File: config.mk
export PLATFORM = sky130hd
export DESIGN_NAME = wide_pack_bridge
export DESIGN_NICKNAME = d
export VERILOG_FILES = /design/src/rtl/wide_pack_pkg.sv /design/src/rtl/wide_pack_ctrl.sv /design/src/rtl/wide_pack_dp.sv /design/src/rtl/wide_pack_bridge.sv
export SDC_FILE = /design/constraint.sdc
export NUM_CORES = 1
export LEC_CHECK = 0
export BUFFER_PORTS_ARGS = -buffer_cell sky130_fd_sc_hd__buf_2
export CELL_PAD_IN_SITES_DETAIL_PLACEMENT = 1
export CELL_PAD_IN_SITES_GLOBAL_PLACEMENT = 1
export CORE_MARGIN = 4
export CORE_UTILIZATION = 35
export DETAILED_ROUTE_END_ITERATION = 6
export HOLD_SLACK_MARGIN = 0.03
export PLACE_DENSITY = 0.84
export SYNTH_ARGS = -nofsm -noshare
export SYNTH_HDL_FRONTEND = slang
export SYNTH_HIERARCHICAL = 1
export SYNTH_SLANG_ARGS = --single-unit
File: constraint.sdc
create_clock -name clk -period 2.3 [get_ports clk]
set_input_delay 0.23 -clock clk [delete_from_list [all_inputs] [get_ports clk]]
set_output_delay 0.23 -clock clk [all_outputs]
set_load 0.01 [all_outputs]
File: src/rtl/wide_pack_pkg.sv
package wide_pack_pkg;

  // Upper bound on lane-select width carried in the strobe struct.
  localparam int LANE_SEL_W = 4;

  typedef enum logic {
    ST_COLLECT = 1'b0,
    ST_EMIT    = 1'b1
  } packState_e;

  // Strobes from control to datapath.
  typedef struct packed {
    logic                  capture;    // store beat into selected lane
    logic [LANE_SEL_W-1:0] laneSel;    // lane receiving the beat
    logic                  lastAccept; // accepted beat ends the transfer
    logic                  emitting;   // write is on the port this cycle
  } packStrobe_t;

endpackage

File: src/rtl/wide_pack_ctrl.sv
module wide_pack_ctrl
  import wide_pack_pkg::*;
#(
  parameter int LANES = 4
) (
  input  logic        clk,
  input  logic        rstN,
  input  logic        beatValid,
  input  logic        beatLast,
  output logic        beatReady,
  output logic        wrValid,
  output packStrobe_t strb
);

  localparam int LANE_IDX_W = (LANES > 1) ? $clog2(LANES) : 1;
  localparam logic [LANE_IDX_W-1:0] LAST_LANE = LANE_IDX_W'(LANES - 1);

  packState_e             state, stateNext;
  logic [LANE_IDX_W-1:0]  laneCnt, laneCntNext;
  logic                   accept;

  assign accept    = beatValid && (state == ST_COLLECT);
  assign beatReady = (state == ST_COLLECT);
  assign wrValid   = (state == ST_EMIT);

  always_comb begin
    stateNext   = state;
    laneCntNext = laneCnt;
    if (state == ST_EMIT) begin
      stateNext   = ST_COLLECT;
      laneCntNext = '0;
    end else if (accept) begin
      if (beatLast || laneCnt == LAST_LANE) begin
        stateNext = ST_EMIT;
      end else begin
        laneCntNext = laneCnt + 1'b1;
      end
    end
  end

  always_ff @(posedge clk) begin
    if (!rstN) begin
      state   <= ST_COLLECT;
      laneCnt <= '0;
    end else begin
      state   <= stateNext;
      laneCnt <= laneCntNext;
    end
  end

  always_comb begin
    strb            = '0;
    strb.capture    = accept;
    strb.laneSel    = LANE_SEL_W'(laneCnt);
    strb.lastAccept = accept && beatLast;
    strb.emitting   = (state == ST_EMIT);
  end

  // a write lasts one cycle only
  p_single_emit_r2: assert property (@(posedge clk) disable iff (!rstN)
    wrValid |=> !wrValid);

  // filling the top lane is followed by a write
  p_full_then_emit_r2: assert property (@(posedge clk) disable iff (!rstN)
    (beatValid && beatReady && laneCnt == LAST_LANE) |=> wrValid);

  // an early last beat is followed by a write
  p_last_then_emit_r4: assert property (@(posedge clk) disable iff (!rstN)
    (beatValid && beatReady && beatLast) |=> wrValid);

  // lane counter is zero after any write
  p_lane_restart_r7: assert property (@(posedge clk) disable iff (!rstN)
    wrValid |=> (laneCnt == '0));

endmodule

File: src/rtl/wide_pack_dp.sv
module wide_pack_dp
  import wide_pack_pkg::*;
#(
  parameter int              NARROW_W  = 32,
  parameter int              LANES     = 4,
  parameter int              ADDR_W    = 32,
  parameter logic [ADDR_W-1:0] BASE_ADDR = '0
) (
  input  logic                         clk,
  input  logic                         rstN,
  input  packStrobe_t                  strb,
  input  logic [NARROW_W-1:0]          beatData,
  input  logic                         doneClear,
  output logic [ADDR_W-1:0]            wrAddr,
  output logic [NARROW_W*LANES-1:0]    wrData,
  output logic [NARROW_W*LANES/8-1:0]  wrBe,
  output logic                         payloadDone
);

  localparam int WIDE_W     = NARROW_W * LANES;
  localparam int BE_W       = WIDE_W / 8;
  localparam int LANE_BYTES = NARROW_W / 8;
  localparam logic [ADDR_W-1:0] ADDR_STEP = ADDR_W'(BE_W);

  logic [WIDE_W-1:0] wordBuf;
  logic [BE_W-1:0]   beBuf;
  logic [ADDR_W-1:0] addrReg;
  logic              doneReg;

  for (genvar g = 0; g < LANES; g++) begin : g_lane
    logic laneHit;
    assign laneHit = strb.capture && (strb.laneSel == LANE_SEL_W'(g));

    always_ff @(posedge clk) begin
      if (!rstN || strb.emitting) begin
        wordBuf[g*NARROW_W +: NARROW_W] <= '0;
        beBuf[g*LANE_BYTES +: LANE_BYTES] <= '0;
      end else if (laneHit) begin
        wordBuf[g*NARROW_W +: NARROW_W] <= beatData;
        beBuf[g*LANE_BYTES +: LANE_BYTES] <= '1;
      end
    end
  end

  always_ff @(posedge clk) begin
    if (!rstN) begin
      addrReg <= BASE_ADDR;
    end else if (strb.emitting) begin
      addrReg <= addrReg + ADDR_STEP;
    end
  end

  always_ff @(posedge clk) begin
    if (!rstN) begin
      doneReg <= 1'b0;
    end else if (strb.lastAccept) begin
      doneReg <= 1'b1;
    end else if (doneClear) begin
      doneReg <= 1'b0;
    end
  end

  assign wrAddr      = addrReg;
  assign wrData      = wordBuf;
  assign wrBe        = beBuf;
  assign payloadDone = doneReg;

  // address steps by one wide word per write
  p_addr_step_r6: assert property (@(posedge clk) disable iff (!rstN)
    strb.emitting |=> (wrAddr == $past(wrAddr) + ADDR_STEP));

  // byte enables of a write are a nonzero run from bit 0
  p_be_low_run_r4: assert property (@(posedge clk) disable iff (!rstN)
    strb.emitting |-> ((wrBe != '0) && ((wrBe & (wrBe + 1'b1)) == '0)));

  // flag rises after an accepted last beat
  p_done_rise_r5: assert property (@(posedge clk) disable iff (!rstN)
    strb.lastAccept |=> payloadDone);

  // flag holds without a clear
  p_done_sticky_r5: assert property (@(posedge clk) disable iff (!rstN)
    (payloadDone && !doneClear) |=> payloadDone);

  // a clear without a last beat drops the flag
  p_done_clear_r9: assert property (@(posedge clk) disable iff (!rstN)
    (doneClear && !strb.lastAccept) |=> !payloadDone);

endmodule

File: src/rtl/wide_pack_bridge.sv
module wide_pack_bridge
  import wide_pack_pkg::*;
#(
  parameter int              NARROW_W  = 32,
  parameter int              LANES     = 4,
  parameter int              ADDR_W    = 32,
  parameter logic [ADDR_W-1:0] BASE_ADDR = 32'h0000_1000
) (
  input  logic                         clk,
  input  logic                         rstN,
  input  logic                         beatValid,
  input  logic [NARROW_W-1:0]          beatData,
  input  logic                         beatLast,
  output logic                         beatReady,
  input  logic                         doneClear,
  output logic                         wrValid,
  output logic [ADDR_W-1:0]            wrAddr,
  output logic [NARROW_W*LANES-1:0]    wrData,
  output logic [NARROW_W*LANES/8-1:0]  wrBe,
  output logic                         payloadDone
);

  packStrobe_t strb;

  wide_pack_ctrl #(
    .LANES(LANES)
  ) u_ctrl (
    .clk       (clk),
    .rstN      (rstN),
    .beatValid (beatValid),
    .beatLast  (beatLast),
    .beatReady (beatReady),
    .wrValid   (wrValid),
    .strb      (strb)
  );

  wide_pack_dp #(
    .NARROW_W  (NARROW_W),
    .LANES     (LANES),
    .ADDR_W    (ADDR_W),
    .BASE_ADDR (BASE_ADDR)
  ) u_dp (
    .clk         (clk),
    .rstN        (rstN),
    .strb        (strb),
    .beatData    (beatData),
    .doneClear   (doneClear),
    .wrAddr      (wrAddr),
    .wrData      (wrData),
    .wrBe        (wrBe),
    .payloadDone (payloadDone)
  );

  // no beat is taken while a write is presented
  p_ready_low_emit_r3: assert property (@(posedge clk) disable iff (!rstN)
    wrValid |-> !beatReady);

endmodule

# ---- Word-level counts from Yosys, hierarchy flattened
# Index checks and enable logic that the tools add are counted.
# W data, S select, Z words.
dict set report op_classes {
  add_sub_neg 2
  n_eq_ne 3
  mux 3
  bitwise 4
  reduce_logical 14
}
# op count
set ops {}
lappend ops {{$add A32 B5 Y32 const B} 1}
lappend ops {{$logic_and A1 B1 Y1} 6}
lappend ops {{$eq A2 B2 Y1 const B} 2}
lappend ops {{$logic_not A4 Y1} 1}
lappend ops {{$not A1 Y1} 4}
lappend ops {{$mux W1} 3}
lappend ops {{$reduce_or A3 Y1} 1}
lappend ops {{$add A2 B1 Y2 const B} 1}
lappend ops {{$eq A2 B1 Y1 const B} 1}
lappend ops {{$logic_or A1 B1 Y1} 2}
lappend ops {{$reduce_and A2 Y1} 1}
lappend ops {{$reduce_bool A2 Y1} 1}
lappend ops {{$reduce_or A2 Y1} 1}
lappend ops {{$logic_not A1 Y1} 1}
dict set report totals {
  register_bits 168
  in_bits 37
  out_inout_bits 179
}

# ---- Logic depth before layout (Yosys ltp)
dict set report depth {
  depth_word 4
  ltp_mapped 8
  mapped_depth_nobuf 5
}

# ---- Hierarchy
# Netlist, hierarchy kept.
# module instances cells_each area_each_um2 seq_area_each_um2
set modules_own_cells {}
lappend modules_own_cells {wide_pack_dp 1 751 6022.0 3223.1}
lappend modules_own_cells {wide_pack_ctrl 1 20 191.4 60.1}

# ---- Least setup slack after synthesis
# No wires, ideal clock.
dict set report synth_timing {
  kind {flip-flop to flip-flop}
  start {reg u_ctrl.state, in the netlist u_ctrl/wrValid}
  end {reg u_dp.addrReg[28], in the netlist u_dp/wrAddr[28]}
  setup_ns 0.070
  arrival_time_ns 1.759
  t_required_ns 2.230
  path_slack_ns 0.470
  path_stages_with_launch 8
  synth_period_minus_slack_ns 1.830
  cell_sequence {dfxtp_1 -> buf_4 -> buf_2 -> and3_1 -> nand3_4 -> buf_6 -> or4_1 -> a21oi_1}
}
# element line
set synth_rtl {}
lappend synth_rtl {{start, declared} wide_pack_ctrl.sv:18} ;# packState_e state, stateNext;
lappend synth_rtl {{start signal, assigned} wide_pack_ctrl.sv:46} ;# state <= stateNext;
lappend synth_rtl {{end signal, assigned} wide_pack_dp.sv:49} ;# addrReg <= addrReg + ADDR_STEP;
lappend synth_rtl {{end, declared} wide_pack_dp.sv:27} ;# logic [ADDR_W-1:0] addrReg;

==> out/results.ini <==
[timing]
rsz0062_at_grt = no
slew_violations = 0
finalCriticalPeriod_ns = 1.98
finalSetupViolCount = 0
tns_ns = 0
min_period_over_period_pct = 86.1
hold_slack_ns = 0.0806
fmax_mhz = 505
layout_setup_ws_ns = 0.321
hold_viol = 0
skew_ns = 0.0105

[clocking]
htreeDepth = 4
clock_path_buffers = 2
cts_tree = built
cts_hold_buf = 0
cts-resized-gates = 0
clock-sinks = 164
cts-root-buf = clkbuf_16
cts_setup_buffers = 0
clkLatencyLatePin_ns = 0.42
clk_pin_slew_worst_paths_ns = 0.07
cts_buffers = 17

[yosys]
synth_cells = 771
synthDistinctLibCells = 39
netlist_area_sq_um = 6210
ys_ff_latch = 164
seq_area_frac_synth_pct = 52.8
ys.flop_type = dfxtp_1
async_flop_share_pct = 0
synth_top_area_cell = dfxtp_1
yosys.area.top_type_share_pct = 52.8
synth.most_common_cell = nand2_1
synth_warnings = 6
synth-edff-count = 0
syn_area_per_cell_sq_um = 8.06
synth.top_cells.by_count = nand2_1, dfxtp_1, a21oi_1
synth.area.top_cells = dfxtp_1, nand2_1, a21oi_1

[placement]
gp_congestion = 0.854
placed_cells = 1159
pre_cts_slack_ns = 0.344
io_buffers = 211
post-dp-hpwl_um = 14200

[die]
io_pins = 216
die-height_um = 141
start_util_pct = 35.8
coreArea_sq_um = 17400
fp-row-count = 48
dieArea_sq_um = 19900
die_x_um = 141

[hold_path]
hold_path_class = in2reg

[global_routing]
grt_max_degree = 69
antenna_found_initial = 0
overflow = 0
grtUsageTotal_pct = 20.1
grt_pass1_vias = 5888
grt_pass1_wl_um = 32000

[detailed_routing]
first_pass_iters = 4
drt-total-wl_um = 20400
num_vias = 5893
viasPerCell = 4.95
drc = 0
routedWlPerCell_um = 17.1
drt_iter0_markers = 223
antenna_left = 0

[power_and_ir_drop]
power_density_nw_per_um2 = 752
power_frac_clock_pct = 47.3
power_frac_comb_pct = 4.6
vdd_drop_max_uv = 482
p_leak_uw = 0.00338
intPower_uw = 4540
switching_share_pct = 24.3
power_frac_seq_pct = 48.1
p_sw_uw = 1460

[critical_path]
crit_required_ns = 2.65
end_kind = flop
crit_fanout = 25
crit_type = reg2reg
worstSetupStartpointType = flop
cp_data_arrival_time_ns = 2.33

[final_layout]
drive_gt1_share_pct = 27.8
utilization_pct = 46.0
fill_cells = 2161
area_growth_pct = 28.4
instances_no_fill = 1191
diodes = 0
nets = 992

[run]
drv_cap = 0

[run_status]
status = complete, no violations

## power by group through the flow
stage	Clock [uW]	Combinational [uW]	Sequential, uW
floorplan	0	132	2960
global placement	0	276	2950
detailed placement	0	281	2950
CTS	2910	281	2890
global route	3060	306	2890
finish	2840	278	2890
## cell usage in the layout (no fill, tap or decap), types with 2 or more instances in the layout
cell type,instances
or3_1,6
nand4_1,6
clkbuf_8,2
xor2_1,7
buf_12,4
mux2i_1,5
clkinvlp_4,2
buf_2,211
o21ai_0,6
inv_6,6
nand2b_1,4
nor2_1,19
nand3b_1,4
nor4_1,2
inv_1,4
xnor2_1,3
nor3b_1,2
and4_1,3
o31ai_1,8
nand3_1,9
and3_1,7
a21oi_1,143
ha_1,2
inv_8,2
nand2_1,270
clkbuf_16,17
dfxtp_1,164
buf_4,15
and2_1,3
or4_1,8
conb_1,6
## critical path, stage by stage, from the launching register on
cell     delay, ns
dfxtp_1       0.41
nor2b_1       0.25
nor3b_1       0.41
and3_1        0.25
buf_4         0.33
nand2_1       0.11
a21oi_1       0.15
## routing by layer
| metal | part of all wire (%) | vias up | wire length, um | track usage [%] |
|---|---|---|---|---|
| li1 | - | 2886 | - | - |
| met1 | 43 | 2816 | 8770 | 24.2 |
| met2 | 48 | 160 | 9830 | 33.7 |
| met3 | 6.5 | 31 | 1320 | 6.21 |
| met4 | 2.3 | 0 | 473 | 7.29 |
| met5 | 0 | - | 0 | 0 |
## layout make-up
cell class / count / area [sq um] / area share, %
inverters: 5 / 18.8 / 0.235
clock inverters: 13 / 134 / 1.68
repair buffers: 230 / 1250 / 15.6
flip-flops and latches: 164 / 3280 / 41.1
well taps: 225 / 282 / 3.53
multi-input cells: 535 / 2560 / 32.1
clock buffers: 19 / 453 / 5.68
## path summary, 6_finish.rpt
check | to | start | depth (start not counted) | slack (ns)
worst max-delay path | u_dp/wrData[123]$_SDFFE_PP0P_ | u_ctrl/wrValid$_SDFF_PP0_ | 6 | 0.32
worst min-delay path | u_dp/wrData[22]$_SDFFE_PP0P_ | beatData[22] | 3 | 0.08
worst max register to register | u_dp/wrData[123]$_SDFFE_PP0P_ | u_ctrl/wrValid$_SDFF_PP0_ | 6 | 0.32
worst min register to register | u_dp/wrData[81]$_SDFFE_PP0P_ | u_dp/wrData[81]$_SDFFE_PP0P_ | 2 | 0.45
## registers in the layout (all words and copies together), names as in the netlist
name / count
u_dp/wrData: 128
u_dp/wrAddr: 28
u_dp/wrBe: 4
u_ctrl/laneCnt: 2
u_ctrl/wrValid: 1
u_dp/payloadDone: 1
## metrics by stage
step	area (sq um)	power [uW]
2_1_floorplan	6230	3090
3_3_place_gp	7390	3230
3_5_place_dp	7390	3230
4_1_cts	7980	6080
5_1_grt	7980	6250
6_report	7980	6000
## cells by family after synthesis
kind of cell | Yosys count | share of synthesized area, %
mux | 5 | 0.806
compound gates | 160 | 13.4
simple gates | 352 | 24.6
xor+xnor | 10 | 1.41
buf+inv | 76 | 6.42
other cells | 2 | 0.121
flops | 164 | 52.8
fa+ha+maj | 2 | 0.403
Note: power is estimated with default switching activity, not from simulation.
